[config.mk]
export PLATFORM = sky130hd
export DESIGN_NAME = pkt_data_mover
export DESIGN_NICKNAME = d
export VERILOG_FILES = /design/src/rtl/pdm_pkg.sv /design/src/rtl/pdm_plan.sv /design/src/rtl/pdm_slot.sv /design/src/rtl/pdm_seq.sv /design/src/rtl/pkt_data_mover.sv
export SDC_FILE = /design/constraint.sdc
export NUM_CORES = 1
export LEC_CHECK = 0
export ABC_AREA = 1
export ABC_CLOCK_PERIOD_IN_PS = 2800
export BUFFER_PORTS_ARGS = -buffer_cell sky130_fd_sc_hd__buf_2
export CORE_MARGIN = 2
export CORE_UTILIZATION = 35
export CTS_CLUSTER_DIAMETER = 150
export DETAILED_ROUTE_END_ITERATION = 12
export SLEW_MARGIN = 20
export SYNTH_ARGS = -nofsm -noshare
export SYNTH_HDL_FRONTEND = slang
export SYNTH_SLANG_ARGS = --single-unit
[constraint.sdc]
create_clock -name clk -period 2.8 [get_ports clk]
set_clock_uncertainty 0.2 [all_clocks]
set_input_delay 0.28 -clock clk [delete_from_list [all_inputs] [get_ports clk]]
set_output_delay 0.28 -clock clk [all_outputs]
set_load 0.02 [all_outputs]
[src/rtl/pdm_pkg.sv]
`timescale 1ns/1ps
package pdm_pkg;
  localparam int PDM_REG_W  = 8;
  localparam int PDM_BC_W   = 2 * PDM_REG_W;
  localparam int PDM_WORD_W = 16;

  typedef enum logic [2:0] {
    PH_IDLE,
    PH_CNT_LO,
    PH_CNT_HI,
    PH_PLAN,
    PH_MOVE,
    PH_SETTLE
  } phase_t;

  typedef enum logic [1:0] {
    LANE_NONE = 2'b00,
    LANE_LOW  = 2'b01,
    LANE_BOTH = 2'b11
  } lanes_t;
endpackage

[src/rtl/pdm_plan.sv]
`timescale 1ns/1ps
module pdm_plan
  import pdm_pkg::*;
#(
  parameter int RES_W = 24
) (
  input  logic [PDM_BC_W-1:0] dev_bytes,
  input  logic [RES_W-1:0]    residual,
  input  logic                to_buf,
  output logic [PDM_BC_W-1:0] xfer_bytes,
  output logic [PDM_BC_W-1:0] full_words,
  output logic                odd_tail,
  output logic [PDM_BC_W-1:0] total_words
);
  localparam int CMP_W = (RES_W > PDM_BC_W) ? RES_W : PDM_BC_W;

  logic [CMP_W-1:0] res_x;
  logic [CMP_W-1:0] dev_x;
  logic [CMP_W-1:0] min_x;
  logic [PDM_BC_W-1:0] dev_words;

  always_comb begin
    res_x      = CMP_W'(residual);
    dev_x      = CMP_W'(dev_bytes);
    min_x      = (res_x < dev_x) ? res_x : dev_x;
    xfer_bytes = min_x[PDM_BC_W-1:0];
    full_words = xfer_bytes >> 1;
    odd_tail   = xfer_bytes[0];
    dev_words  = (dev_bytes >> 1) + PDM_BC_W'(dev_bytes[0]);
  end

  generate
    if (1) begin : g_words
      always_comb begin
        if (to_buf) total_words = dev_words;
        else        total_words = full_words + PDM_BC_W'(odd_tail);
      end
    end
  endgenerate
endmodule

[src/rtl/pdm_slot.sv]
`timescale 1ns/1ps
module pdm_slot #(
  parameter int W = 8
) (
  input  logic         clk,
  input  logic         rst_n,
  input  logic         in_valid,
  output logic         in_ready,
  input  logic [W-1:0] in_data,
  output logic         out_valid,
  input  logic         out_ready,
  output logic [W-1:0] out_data
);
  logic         full_q;
  logic [W-1:0] data_q;

  assign in_ready  = !full_q || out_ready;
  assign out_valid = full_q;
  assign out_data  = data_q;

  always_ff @(posedge clk) begin
    if (!rst_n) begin
      full_q <= 1'b0;
      data_q <= '0;
    end else begin
      if (in_valid && in_ready) begin
        full_q <= 1'b1;
        data_q <= in_data;
      end else if (out_ready) begin
        full_q <= 1'b0;
      end
    end
  end
endmodule

[src/rtl/pdm_seq.sv]
`timescale 1ns/1ps
module pdm_seq
  import pdm_pkg::*;
#(
  parameter int RES_W      = 24,
  parameter int ADDR_W     = 16,
  parameter int SETTLE_CYC = 50
) (
  input  logic                 clk,
  input  logic                 rst_n,
  input  logic                 start,
  input  logic                 dir_in,
  input  logic [RES_W-1:0]     residual_in,
  input  logic [ADDR_W-1:0]    buf_base,
  input  logic                 dma_end,
  input  logic                 dma_fault,
  input  logic [PDM_REG_W-1:0] reg_rdata,
  output logic                 reg_lo_rd,
  output logic                 reg_hi_rd,
  output logic [PDM_BC_W-1:0]  plan_dev,
  output logic [RES_W-1:0]     plan_res,
  output logic                 to_buf,
  input  logic [PDM_BC_W-1:0]  plan_xfer,
  input  logic [PDM_BC_W-1:0]  plan_full,
  input  logic                 plan_odd,
  input  logic [PDM_BC_W-1:0]  plan_total,
  output logic                 issue_want,
  output logic [ADDR_W-1:0]    issue_addr,
  output logic [1:0]           issue_lanes,
  input  logic                 issue_fire,
  input  logic                 slot_busy,
  output logic                 busy,
  output logic                 done,
  output logic [RES_W-1:0]     residual_out,
  output logic                 data_moved
);
  localparam int CNT_W = (SETTLE_CYC > 1) ? $clog2(SETTLE_CYC) : 1;

  phase_t                 ph;
  logic [PDM_REG_W-1:0]   lo_q;
  logic [PDM_REG_W-1:0]   hi_q;
  logic [RES_W-1:0]       res_q;
  logic [ADDR_W-1:0]      base_q;
  logic                   dir_q;
  logic [PDM_BC_W-1:0]    xfer_q;
  logic [PDM_BC_W-1:0]    full_q;
  logic                   odd_q;
  logic [PDM_BC_W-1:0]    total_q;
  logic [PDM_BC_W-1:0]    idx;
  logic [CNT_W-1:0]       settle_cnt;

  assign plan_dev   = {hi_q, lo_q};
  assign plan_res   = res_q;
  assign to_buf     = dir_q;
  assign busy       = (ph != PH_IDLE);
  assign reg_lo_rd  = (ph == PH_CNT_LO);
  assign reg_hi_rd  = (ph == PH_CNT_HI);
  assign issue_want = (ph == PH_MOVE) && (idx != total_q);
  assign issue_addr = base_q + ADDR_W'({idx, 1'b0});

  always_comb begin
    if (idx < full_q)                 issue_lanes = LANE_BOTH;
    else if ((idx == full_q) && odd_q) issue_lanes = LANE_LOW;
    else                              issue_lanes = LANE_NONE;
  end

  always_ff @(posedge clk) begin
    if (!rst_n) begin
      ph           <= PH_IDLE;
      lo_q         <= '0;
      hi_q         <= '0;
      res_q        <= '0;
      base_q       <= '0;
      dir_q        <= 1'b0;
      xfer_q       <= '0;
      full_q       <= '0;
      odd_q        <= 1'b0;
      total_q      <= '0;
      idx          <= '0;
      settle_cnt   <= '0;
      done         <= 1'b0;
      residual_out <= '0;
      data_moved   <= 1'b0;
    end else begin
      done <= 1'b0;
      unique case (ph)
        PH_IDLE: begin
          if (start) begin
            ph         <= PH_CNT_LO;
            dir_q      <= dir_in;
            res_q      <= residual_in;
            base_q     <= buf_base;
            data_moved <= 1'b0;
          end else if (dma_end) begin
            residual_out <= dma_fault ? residual_in : '0;
            data_moved   <= !dma_fault;
          end
        end
        PH_CNT_LO: begin
          lo_q <= reg_rdata;
          ph   <= PH_CNT_HI;
        end
        PH_CNT_HI: begin
          hi_q <= reg_rdata;
          ph   <= PH_PLAN;
        end
        PH_PLAN: begin
          xfer_q  <= plan_xfer;
          full_q  <= plan_full;
          odd_q   <= plan_odd;
          total_q <= plan_total;
          idx     <= '0;
          if (plan_dev == '0) begin
            done         <= 1'b1;
            residual_out <= res_q;
            data_moved   <= 1'b0;
            ph           <= PH_IDLE;
          end else begin
            ph <= PH_MOVE;
          end
        end
        PH_MOVE: begin
          if (issue_fire) idx <= idx + 1'b1;
          if ((idx == total_q) && !slot_busy) begin
            settle_cnt <= '0;
            ph         <= PH_SETTLE;
          end
        end
        PH_SETTLE: begin
          if (settle_cnt == CNT_W'(SETTLE_CYC - 1)) begin
            done         <= 1'b1;
            residual_out <= res_q - RES_W'(xfer_q);
            data_moved   <= 1'b1;
            ph           <= PH_IDLE;
          end else begin
            settle_cnt <= settle_cnt + 1'b1;
          end
        end
        default: ph <= PH_IDLE;
      endcase
    end
  end
endmodule

[src/rtl/pkt_data_mover.sv]
`timescale 1ns/1ps
module pkt_data_mover
  import pdm_pkg::*;
#(
  parameter int RES_W      = 24,
  parameter int ADDR_W     = 16,
  parameter int SETTLE_CYC = 50
) (
  input  logic                  clk,
  input  logic                  rst_n,
  input  logic                  start,
  input  logic                  dir_in,
  input  logic [RES_W-1:0]      residual_in,
  input  logic [ADDR_W-1:0]     buf_base,
  input  logic                  dma_end,
  input  logic                  dma_fault,
  output logic                  reg_lo_rd,
  output logic                  reg_hi_rd,
  input  logic [7:0]            reg_rdata,
  input  logic                  dev_rd_valid,
  output logic                  dev_rd_ready,
  input  logic [15:0]           dev_rd_data,
  output logic                  dev_wr_valid,
  input  logic                  dev_wr_ready,
  output logic [15:0]           dev_wr_data,
  output logic                  buf_wr_valid,
  input  logic                  buf_wr_ready,
  output logic [ADDR_W-1:0]     buf_wr_addr,
  output logic [15:0]           buf_wr_data,
  output logic [1:0]            buf_wr_be,
  output logic                  buf_rd_valid,
  input  logic                  buf_rd_ready,
  output logic [ADDR_W-1:0]     buf_rd_addr,
  output logic [1:0]            buf_rd_be,
  input  logic [15:0]           buf_rd_data,
  output logic                  busy,
  output logic                  done,
  output logic [RES_W-1:0]      residual_out,
  output logic                  data_moved
);
  localparam int SLOT_W = ADDR_W + 2 + 1 + PDM_WORD_W;

  logic [PDM_BC_W-1:0] plan_dev, plan_xfer, plan_full, plan_total;
  logic [RES_W-1:0]    plan_res;
  logic                plan_odd;
  logic                to_buf;
  logic                issue_want, issue_fire;
  logic [ADDR_W-1:0]   issue_addr;
  logic [1:0]          issue_lanes;

  logic                slot_in_ready, slot_out_valid, slot_out_ready;
  logic [SLOT_W-1:0]   slot_in, slot_out;
  logic [15:0]         src_word;
  logic                issue_keep;

  logic [ADDR_W-1:0]   out_addr;
  logic [1:0]          out_lanes;
  logic                out_keep;
  logic [15:0]         out_word;

  pdm_seq #(
    .RES_W(RES_W), .ADDR_W(ADDR_W), .SETTLE_CYC(SETTLE_CYC)
  ) u_seq (
    .clk(clk), .rst_n(rst_n), .start(start), .dir_in(dir_in),
    .residual_in(residual_in), .buf_base(buf_base),
    .dma_end(dma_end), .dma_fault(dma_fault), .reg_rdata(reg_rdata),
    .reg_lo_rd(reg_lo_rd), .reg_hi_rd(reg_hi_rd),
    .plan_dev(plan_dev), .plan_res(plan_res), .to_buf(to_buf),
    .plan_xfer(plan_xfer), .plan_full(plan_full), .plan_odd(plan_odd),
    .plan_total(plan_total), .issue_want(issue_want),
    .issue_addr(issue_addr), .issue_lanes(issue_lanes),
    .issue_fire(issue_fire), .slot_busy(slot_out_valid),
    .busy(busy), .done(done), .residual_out(residual_out),
    .data_moved(data_moved)
  );

  pdm_plan #(.RES_W(RES_W)) u_plan (
    .dev_bytes(plan_dev), .residual(plan_res), .to_buf(to_buf),
    .xfer_bytes(plan_xfer), .full_words(plan_full), .odd_tail(plan_odd),
    .total_words(plan_total)
  );

  // Source side: device port on inbound phases, buffer reads on outbound.
  assign dev_rd_ready = to_buf && issue_want && slot_in_ready;
  assign buf_rd_valid = !to_buf && issue_want && !slot_out_valid;
  assign buf_rd_addr  = issue_addr;
  assign buf_rd_be    = issue_lanes;
  assign issue_fire   = to_buf ? (dev_rd_valid && dev_rd_ready)
                               : (buf_rd_valid && buf_rd_ready);
  assign issue_keep   = (issue_lanes != LANE_NONE);

  always_comb begin
    src_word = to_buf ? dev_rd_data : buf_rd_data;
    if (issue_lanes == LANE_LOW) src_word = {8'h00, src_word[7:0]};
  end

  assign slot_in = {issue_addr, issue_lanes, issue_keep, src_word};

  pdm_slot #(.W(SLOT_W)) u_slot (
    .clk(clk), .rst_n(rst_n),
    .in_valid(issue_fire), .in_ready(slot_in_ready), .in_data(slot_in),
    .out_valid(slot_out_valid), .out_ready(slot_out_ready),
    .out_data(slot_out)
  );

  assign {out_addr, out_lanes, out_keep, out_word} = slot_out;

  // Sink side: buffer writes (discarded words drop here) or device writes.
  assign buf_wr_valid   = to_buf && slot_out_valid && out_keep;
  assign buf_wr_addr    = out_addr;
  assign buf_wr_be      = out_lanes;
  assign buf_wr_data    = out_word;
  assign dev_wr_valid   = !to_buf && slot_out_valid;
  assign dev_wr_data    = out_word;
  assign slot_out_ready = to_buf ? (out_keep ? buf_wr_ready : 1'b1)
                                 : dev_wr_ready;
endmodule

==> results of run 1 <==
[placed cells by master, fill, tap and decap left out, types with 23 or more instances in the layout]
cell type      synthesis  final
nor2_1               153    141
xor2_1                28     23
inv_1                136    119
dfxtp_1              175    155
buf_2                 10    182
ha_1                  68     45
nand2_1              238    214
buf_4                 19    124
a21oi_1              163    148
nand3_1               98     88
nand2_2                9     29
o21ai_0              184    173
inv_2                 14     30
dlygate4sd3_1          0     78
nand4_1               25     25
[registers in the layout, indices dropped and copies added (netlist names)]
| register | count |
|---|---|
| u_seq.idx | 16 |
| u_seq.settle_cnt | 6 |
| u_slot.out_data | 34 |
| u_seq.xfer_q | 16 |
| u_seq.residual_out | 24 |
| u_seq.plan_res | 24 |
| u_slot.out_valid | 1 |
| u_seq.total_q | 16 |
| u_seq.to_buf | 1 |
| u_seq.base_q | 16 |
| u_seq.done | 1 |
| u_seq.hi_q | 8 |
| u_seq.ph | 3 |
| u_seq.lo_q | 8 |
| u_seq.data_moved | 1 |
[worst max-delay path: cells and delay by family, from the launching register on]
family          cells  cell delay [ns]
simple gates        1             0.14
buf+inv             3             0.24
fa+ha+maj           2             0.48
compound gates      5             0.67
flops               1             0.35
xor+xnor            1             0.20
[layout make-up]
cell class / instances / area, µm² / area share
clock buffers: 22 / 474 / 0.0318
clock inverters: 10 / 151 / 0.0101
inverters: 152 / 573 / 0.0384
multi-input cells: 1121 / 6870 / 0.460
flip-flops and latches: 175 / 3530 / 0.236
well taps: 390 / 488 / 0.0327
repair buffers: 399 / 2840 / 0.190
[power groups by stage]
| stage | sequential (mW) | clock, mW | combinational [mW] |
|---|---|---|---|
| floorplan | 3.00 | 0 | 1.51 |
| global placement | 2.91 | 0 | 2.53 |
| detailed placement | 2.91 | 0 | 2.55 |
| CTS | 2.86 | 2.64 | 2.72 |
| global route | 2.90 | 2.73 | 3.29 |
| finish | 2.88 | 2.60 | 2.99 |
[kinds of logic after synthesis]
group	count (synthesis)	share of synthesized area
AOI/OAI and AO/OA	432	0.220
xor gates and xnor gates	37	0.0305
DFF	175	0.330
muxes	2	0.00189
adders and majority gates	70	0.0839
and+or+nand+nor	580	0.240
buffers and inverters	237	0.0931
[worst max path at each step]
stage,to
6_report,buf_rd_addr[15]
3_3_place_gp,buf_rd_addr[15]
3_5_place_dp,buf_rd_addr[15]
2_1_floorplan,u_seq.total_q[14]$_SDFFE_PN0P_
4_1_cts,buf_rd_addr[15]
5_1_grt,buf_rd_addr[15]
[timing repair]
action / CTS / global route
cloned: 0 / 1
pin swaps: 20 / 50
setup buffers: 14 / 10
hold buffers: 78 / 0
endpoints found under the setup margin: 16 / 67
hold endpoints to repair: 88 / 0
resized for setup: 52 / 146
[routing by layer]
layer	wire (µm)	GRT usage	share of wire	up-vias
met2	18400	0.405	0.47	447
met3	2660	0.0401	0.068	52
met4	1040	0.0752	0.027	0
li1	-	-	-	5880
met5	0	0	0	-
met1	17000	0.301	0.43	5554
[Yosys cell counts (10+ instances only)]
cell type	count
a21oi_1	163
a221oi_1	17
a31oi_1	23
buf_2	10
buf_4	19
clkbuf_1	48
dfxtp_1	175
ha_1	68
inv_1	136
inv_2	14
nand2_1	238
nand3_1	98
nand4_1	25
nor2_1	153
nor3_1	21
o21ai_0	184
o22ai_1	14
xor2_1	28
==> flow_metrics.env, run 1 <==
export IMPL_outcome="complete, but fails checks"
export IMPL_failed_checks="setup timing"
export IMPL_routed_wl_um=39100
export IMPL_switching_power_mw=3.08
export IMPL_cts_buffers=17
export IMPL_cp_arrival_ns=2.51
export IMPL_final_layout_size_suffix_gt1_frac=0.290
export IMPL_clock_path_buffers=2
export IMPL_dieArea_mm2=0.0318
export IMPL_drtIter0Drc=854
export IMPL_p_total_mw=8.46
export IMPL_cp_max_fo=2
export IMPL_critical_path_class="reg2out"
export IMPL_synth_cell_types=50
export IMPL_grt_setup_unrepaired="true"
export IMPL_min_period_ns=2.99
export IMPL_cpMostUsedCell="o21ai_2"
export IMPL_worst_setup_path_start_kind="flip-flop"
export IMPL_diodes=0
export IMPL_worstPathCellList="ha_4, inv_2, fa_2, nor2_2, a21oi_2, o21ai_2, a31oi_4, o21ai_2, a21boi_2, xor2_1, inv_1, buf_6"
export IMPL_ant_nets=0
export IMPL_syn_inst=1533
export IMPL_ys_ff_latch=175
export IMPL_place_congestion=0.958
export IMPL_power_frac_seq=0.340
export IMPL_grt_ovfl_total=0
export IMPL_powerDensity_mw_per_mm2=567
export IMPL_dp_hpwl_um=28600
export IMPL_clock_sinks=175
export IMPL_start_util=0.356
export IMPL_ys_seq_area_frac=0.330
export IMPL_dp_cells=2136
export IMPL_yosys_most_used_dff="dfxtp_1"
export IMPL_fin_area_mm2=0.0149
export IMPL_finalHoldViolCount=0
export IMPL_grt_pass1_wl_um=58500
export IMPL_htreeDepth=4
export IMPL_min_from="residual_in[6]"
export IMPL_hold_class="in2reg"
export IMPL_io_buffer_count=190
export IMPL_max_slew_worst_pin_slew_ns=1.03
export IMPL_combPwrFrac=0.353
export IMPL_root_buffer="clkbuf_16"
export IMPL_cap_violations=0
export IMPL_internal_power_mw=5.38
export IMPL_synth_nets=1693
export IMPL_fillers=2917
export IMPL_synth_area_per_cell_um2=6.93
export IMPL_crit_required_ns=2.32
export IMPL_slowest_delay_ns=0.35
export IMPL_timing_final_crit_share=1.07
export IMPL_slew_headroom=0.311
export IMPL_power_leakage_nw=6.77
export IMPL_die_w_um=178
export IMPL_ios=191
export IMPL_vias=11900
export IMPL_crit_slowest_cell="dfxtp_2"
export IMPL_r2r_slack_ns=-0.01
export IMPL_setup_ws_ns=-0.193
export IMPL_wl_per_cell_um=17.2
export IMPL_drt_pass1_iterations=5
export IMPL_final_util=0.501
export IMPL_yosysTopAreaCell="dfxtp_1"
export IMPL_synth_edf_count=0
export IMPL_pwr_share_clk=0.307
export IMPL_cp_end_kind="output port"
export IMPL_r2r_end="u_seq.total_q[7]$_SDFFE_PN0P_"
export IMPL_fmaxAchievable_ghz=0.334
export IMPL_worstRegToRegCells=19
export IMPL_hold_ws_ns=0.00168
export IMPL_area_growth_pct=40.6
export IMPL_finalNetCount=2026
export IMPL_hold_depth=3
export IMPL_synth_top_area_share=0.330
export IMPL_fin_tns_setup_ns=-0.571
export IMPL_grt_max_degree=97
export IMPL_dp_slack_ns=-0.140
export IMPL_synthTopCellsByArea="dfxtp_1 33%, o21ai_0 8.7%, nand2_1 8.4%, ha_1 8.0%, a21oi_1 7.7%"
export IMPL_antenna_found_initial=0
export IMPL_drc_errors=0
export IMPL_fp_row_count=63
export IMPL_clk_pin_slew_ns=0.07
export IMPL_grt_pass1_vias=10900
export IMPL_clk_latency_ns=0.44
export IMPL_synth_async_reset_ratio=0
export IMPL_grt_usage=0.236
export IMPL_via_per_inst=5.26
export IMPL_stdcell_count=2269
export IMPL_core_area_mm2=0.0298
export IMPL_die_h_um=178
export IMPL_switching_share=0.364
export IMPL_critPathLaunch="u_seq.idx[0]$_SDFFE_PN0P_"
export IMPL_netlist_area_mm2=0.0106
export IMPL_setup_viol=5
export IMPL_tritoncts="built"
export IMPL_rr_startpoint="u_seq.lo_q[7]$_SDFFE_PN0P_"
export IMPL_peakVddDrop_mv=0.392
export IMPL_place_area_mm2=0.0125
export IMPL_hold_path_endpoint="u_seq.plan_res[6]$_SDFFE_PN0P_"
export IMPL_yosys_warnings=0
export IMPL_slew_violations=0
Power figures use the tool's default switching activity.
==> inputs of run 2 (changes only) <==
--- a/config.mk
+++ b/config.mk
@@ -12,6 +12,8 @@
 export CORE_UTILIZATION = 35
 export CTS_CLUSTER_DIAMETER = 150
 export DETAILED_ROUTE_END_ITERATION = 12
+export HOLD_SLACK_MARGIN = 0.02
+export PLACE_DENSITY = 0.67
 export SLEW_MARGIN = 20
 export SYNTH_ARGS = -nofsm -noshare
 export SYNTH_HDL_FRONTEND = slang
==> flow_metrics.env, run 2 (synthesized netlist as in run 1, its figures left out) <==
export IMPL_drc_errors=0
export IMPL_clk_pin_slew_ns=0.07
export IMPL_finalNetCount=2001
export IMPL_final_common_cell="nand2_1"
export IMPL_setup_ws_ns=-0.146
export IMPL_worstPathCellList="ha_4, inv_1, nor3_1, nand2_1, nand2_2, nand3_1, nand2_2, a31oi_2, o21ai_1, xor2_1, inv_1, buf_2"
export IMPL_power_leakage_nw=6.59
export IMPL_cp_end_kind="output port"
export IMPL_cp_top_family="simple AND/OR/NAND/NOR gates"
export IMPL_drtIter0Drc=809
export IMPL_root_buffer="clkbuf_16"
export IMPL_failed_checks="setup timing"
export IMPL_cap_violations=0
export IMPL_max_slew_worst_pin_slew_ns=0.624
export IMPL_cp_arrival_ns=2.47
export IMPL_min_period_ns=2.95
export IMPL_mostFrequentLayoutCells="223 x nand2_1, 182 x buf_2, 175 x o21ai_0"
export IMPL_hold_class="in2reg"
export IMPL_ant_nets=0
export IMPL_setup_viol=6
export IMPL_wl_per_cell_um=17.0
export IMPL_final_layout_size_suffix_gt1_frac=0.258
export IMPL_fmaxAchievable_ghz=0.339
export IMPL_outcome="complete, but fails checks"
export IMPL_peakVddDrop_mv=0.414
export IMPL_grt_pass1_vias=10800
export IMPL_cp_max_fo=4
export IMPL_start_util=0.356
export IMPL_diodes=0
export IMPL_tritoncts="built"
export IMPL_die_h_um=178
export IMPL_crit_required_ns=2.32
export IMPL_slowest_delay_ns=0.37
export IMPL_dieArea_mm2=0.0318
export IMPL_timing_final_crit_share=1.05
export IMPL_clk_latency_ns=0.45
export IMPL_ios=191
export IMPL_grt_pass1_wl_um=57100
export IMPL_vias=11900
export IMPL_antenna_found_initial=0
export IMPL_cts_buffers=17
export IMPL_grt_setup_unrepaired="true"
export IMPL_crit_buf_inv=3
export IMPL_die_w_um=178
export IMPL_clock_path_buffers=2
export IMPL_drt_pass1_iterations=5
export IMPL_grt_ovfl_total=0
export IMPL_clock_sinks=175
export IMPL_worst_setup_path_start_kind="flip-flop"
export IMPL_final_util=0.486
export IMPL_largest_register_ffs=34
export IMPL_routed_wl_um=38100
export IMPL_finalHoldViolCount=0
export IMPL_critical_path_class="reg2out"
export IMPL_slew_violations=0
export IMPL_crit_slowest_cell="dfxtp_1"
export IMPL_grt_max_degree=80
export IMPL_fp_row_count=63
export IMPL_grt_usage=0.230
export IMPL_core_area_mm2=0.0298
export IMPL_place_congestion=0.959
export IMPL_slew_headroom=0.580
export IMPL_htreeDepth=4
export IMPL_via_per_inst=5.28
export IMPL_dp_hpwl_um=28000
export IMPL_powerDensity_mw_per_mm2=560
export IMPL_hold_ws_ns=0.0429
export IMPL_io_buffer_count=190
export IMPL_area_growth_pct=36.5
==> run 2: final cells by class <==
cell class                      instances  area, µm²
Clock buffer                           23        468
Clock inverter                          9       82.6
Fill cell                            2871      15300
Inverter                              152        576
Multi-Input combinational cell       1121       6740
Sequential cell                       175       3530
Tap cell                              390        488
Timing Repair Buffer                  374       2610
==> run 2: worst paths after layout <==
path              cells past startpoint                            end                          start  slack [ns]
setup / recovery                     12                buf_rd_addr[14]   u_seq.base_q[5]$_SDFFE_PN0P_       -0.15
hold / removal                        4  u_slot.out_valid$_SDFFE_PN0P_                   dev_wr_ready        0.04
setup reg to reg                     14  u_seq.total_q[7]$_SDFFE_PN0P_     u_seq.hi_q[7]$_SDFFE_PN0P_       -0.08
hold reg to reg                       2  u_seq.data_moved$_SDFFE_PN0P_  u_seq.data_moved$_SDFFE_PN0P_        0.27
==> run 2: power by group <==
group	leakage [nW]	internal (mW)	switching [mW]
clock network	0.268	1.27	1.05
registers	1.44	2.71	0.172
logic	4.89	1.12	1.78
==> run 2: worst reg2reg max path: cells and delay by family (launching register included) <==
kind                       cells  cell delay, ns
AOI/OAI and AO/OA              3            0.57
and+or+nand+nor                7            1.04
adders and majority gates      1            0.30
buffers and inverters          3            0.38
DFF                            1            0.33
==> run 2: what timing repair did <==
action,CTS,global route
resized for setup,41,117
hold buffers,80,0
endpoints found under the setup margin,18,34
buffers inserted,1,4
pin swaps,13,50
cloned,0,1
hold endpoints to repair,96,0
==> run 2: metrics by stage <==
stage | total power [mW] | instance area (µm²) | setup TNS [ns] | worst slack (ns) | instances
floorplan | 4.51 | 10600 | 0 | 0.00489 | 1533
global placement | 5.40 | 12400 | -0.151 | -0.0781 | 2126
detailed placement | 5.43 | 12400 | -0.201 | -0.0840 | 2126
CTS | 7.89 | 13900 | -0.606 | -0.209 | 2239
global route | 8.54 | 14500 | -2.05 | -0.279 | 2244
finish | 8.11 | 14500 | -0.570 | -0.146 | 2244
==> run 2: per-layer routing <==
layer  global-route usage  up-vias  routed length [µm]  part of all wire
li1                     -     5828                   -                 -
met1                0.299     5480               16800              0.44
met2                0.388      491               17600              0.46
met3               0.0360       58                2760             0.072
met4               0.0786        0                 907             0.024
met5                    0        -                   0                 0
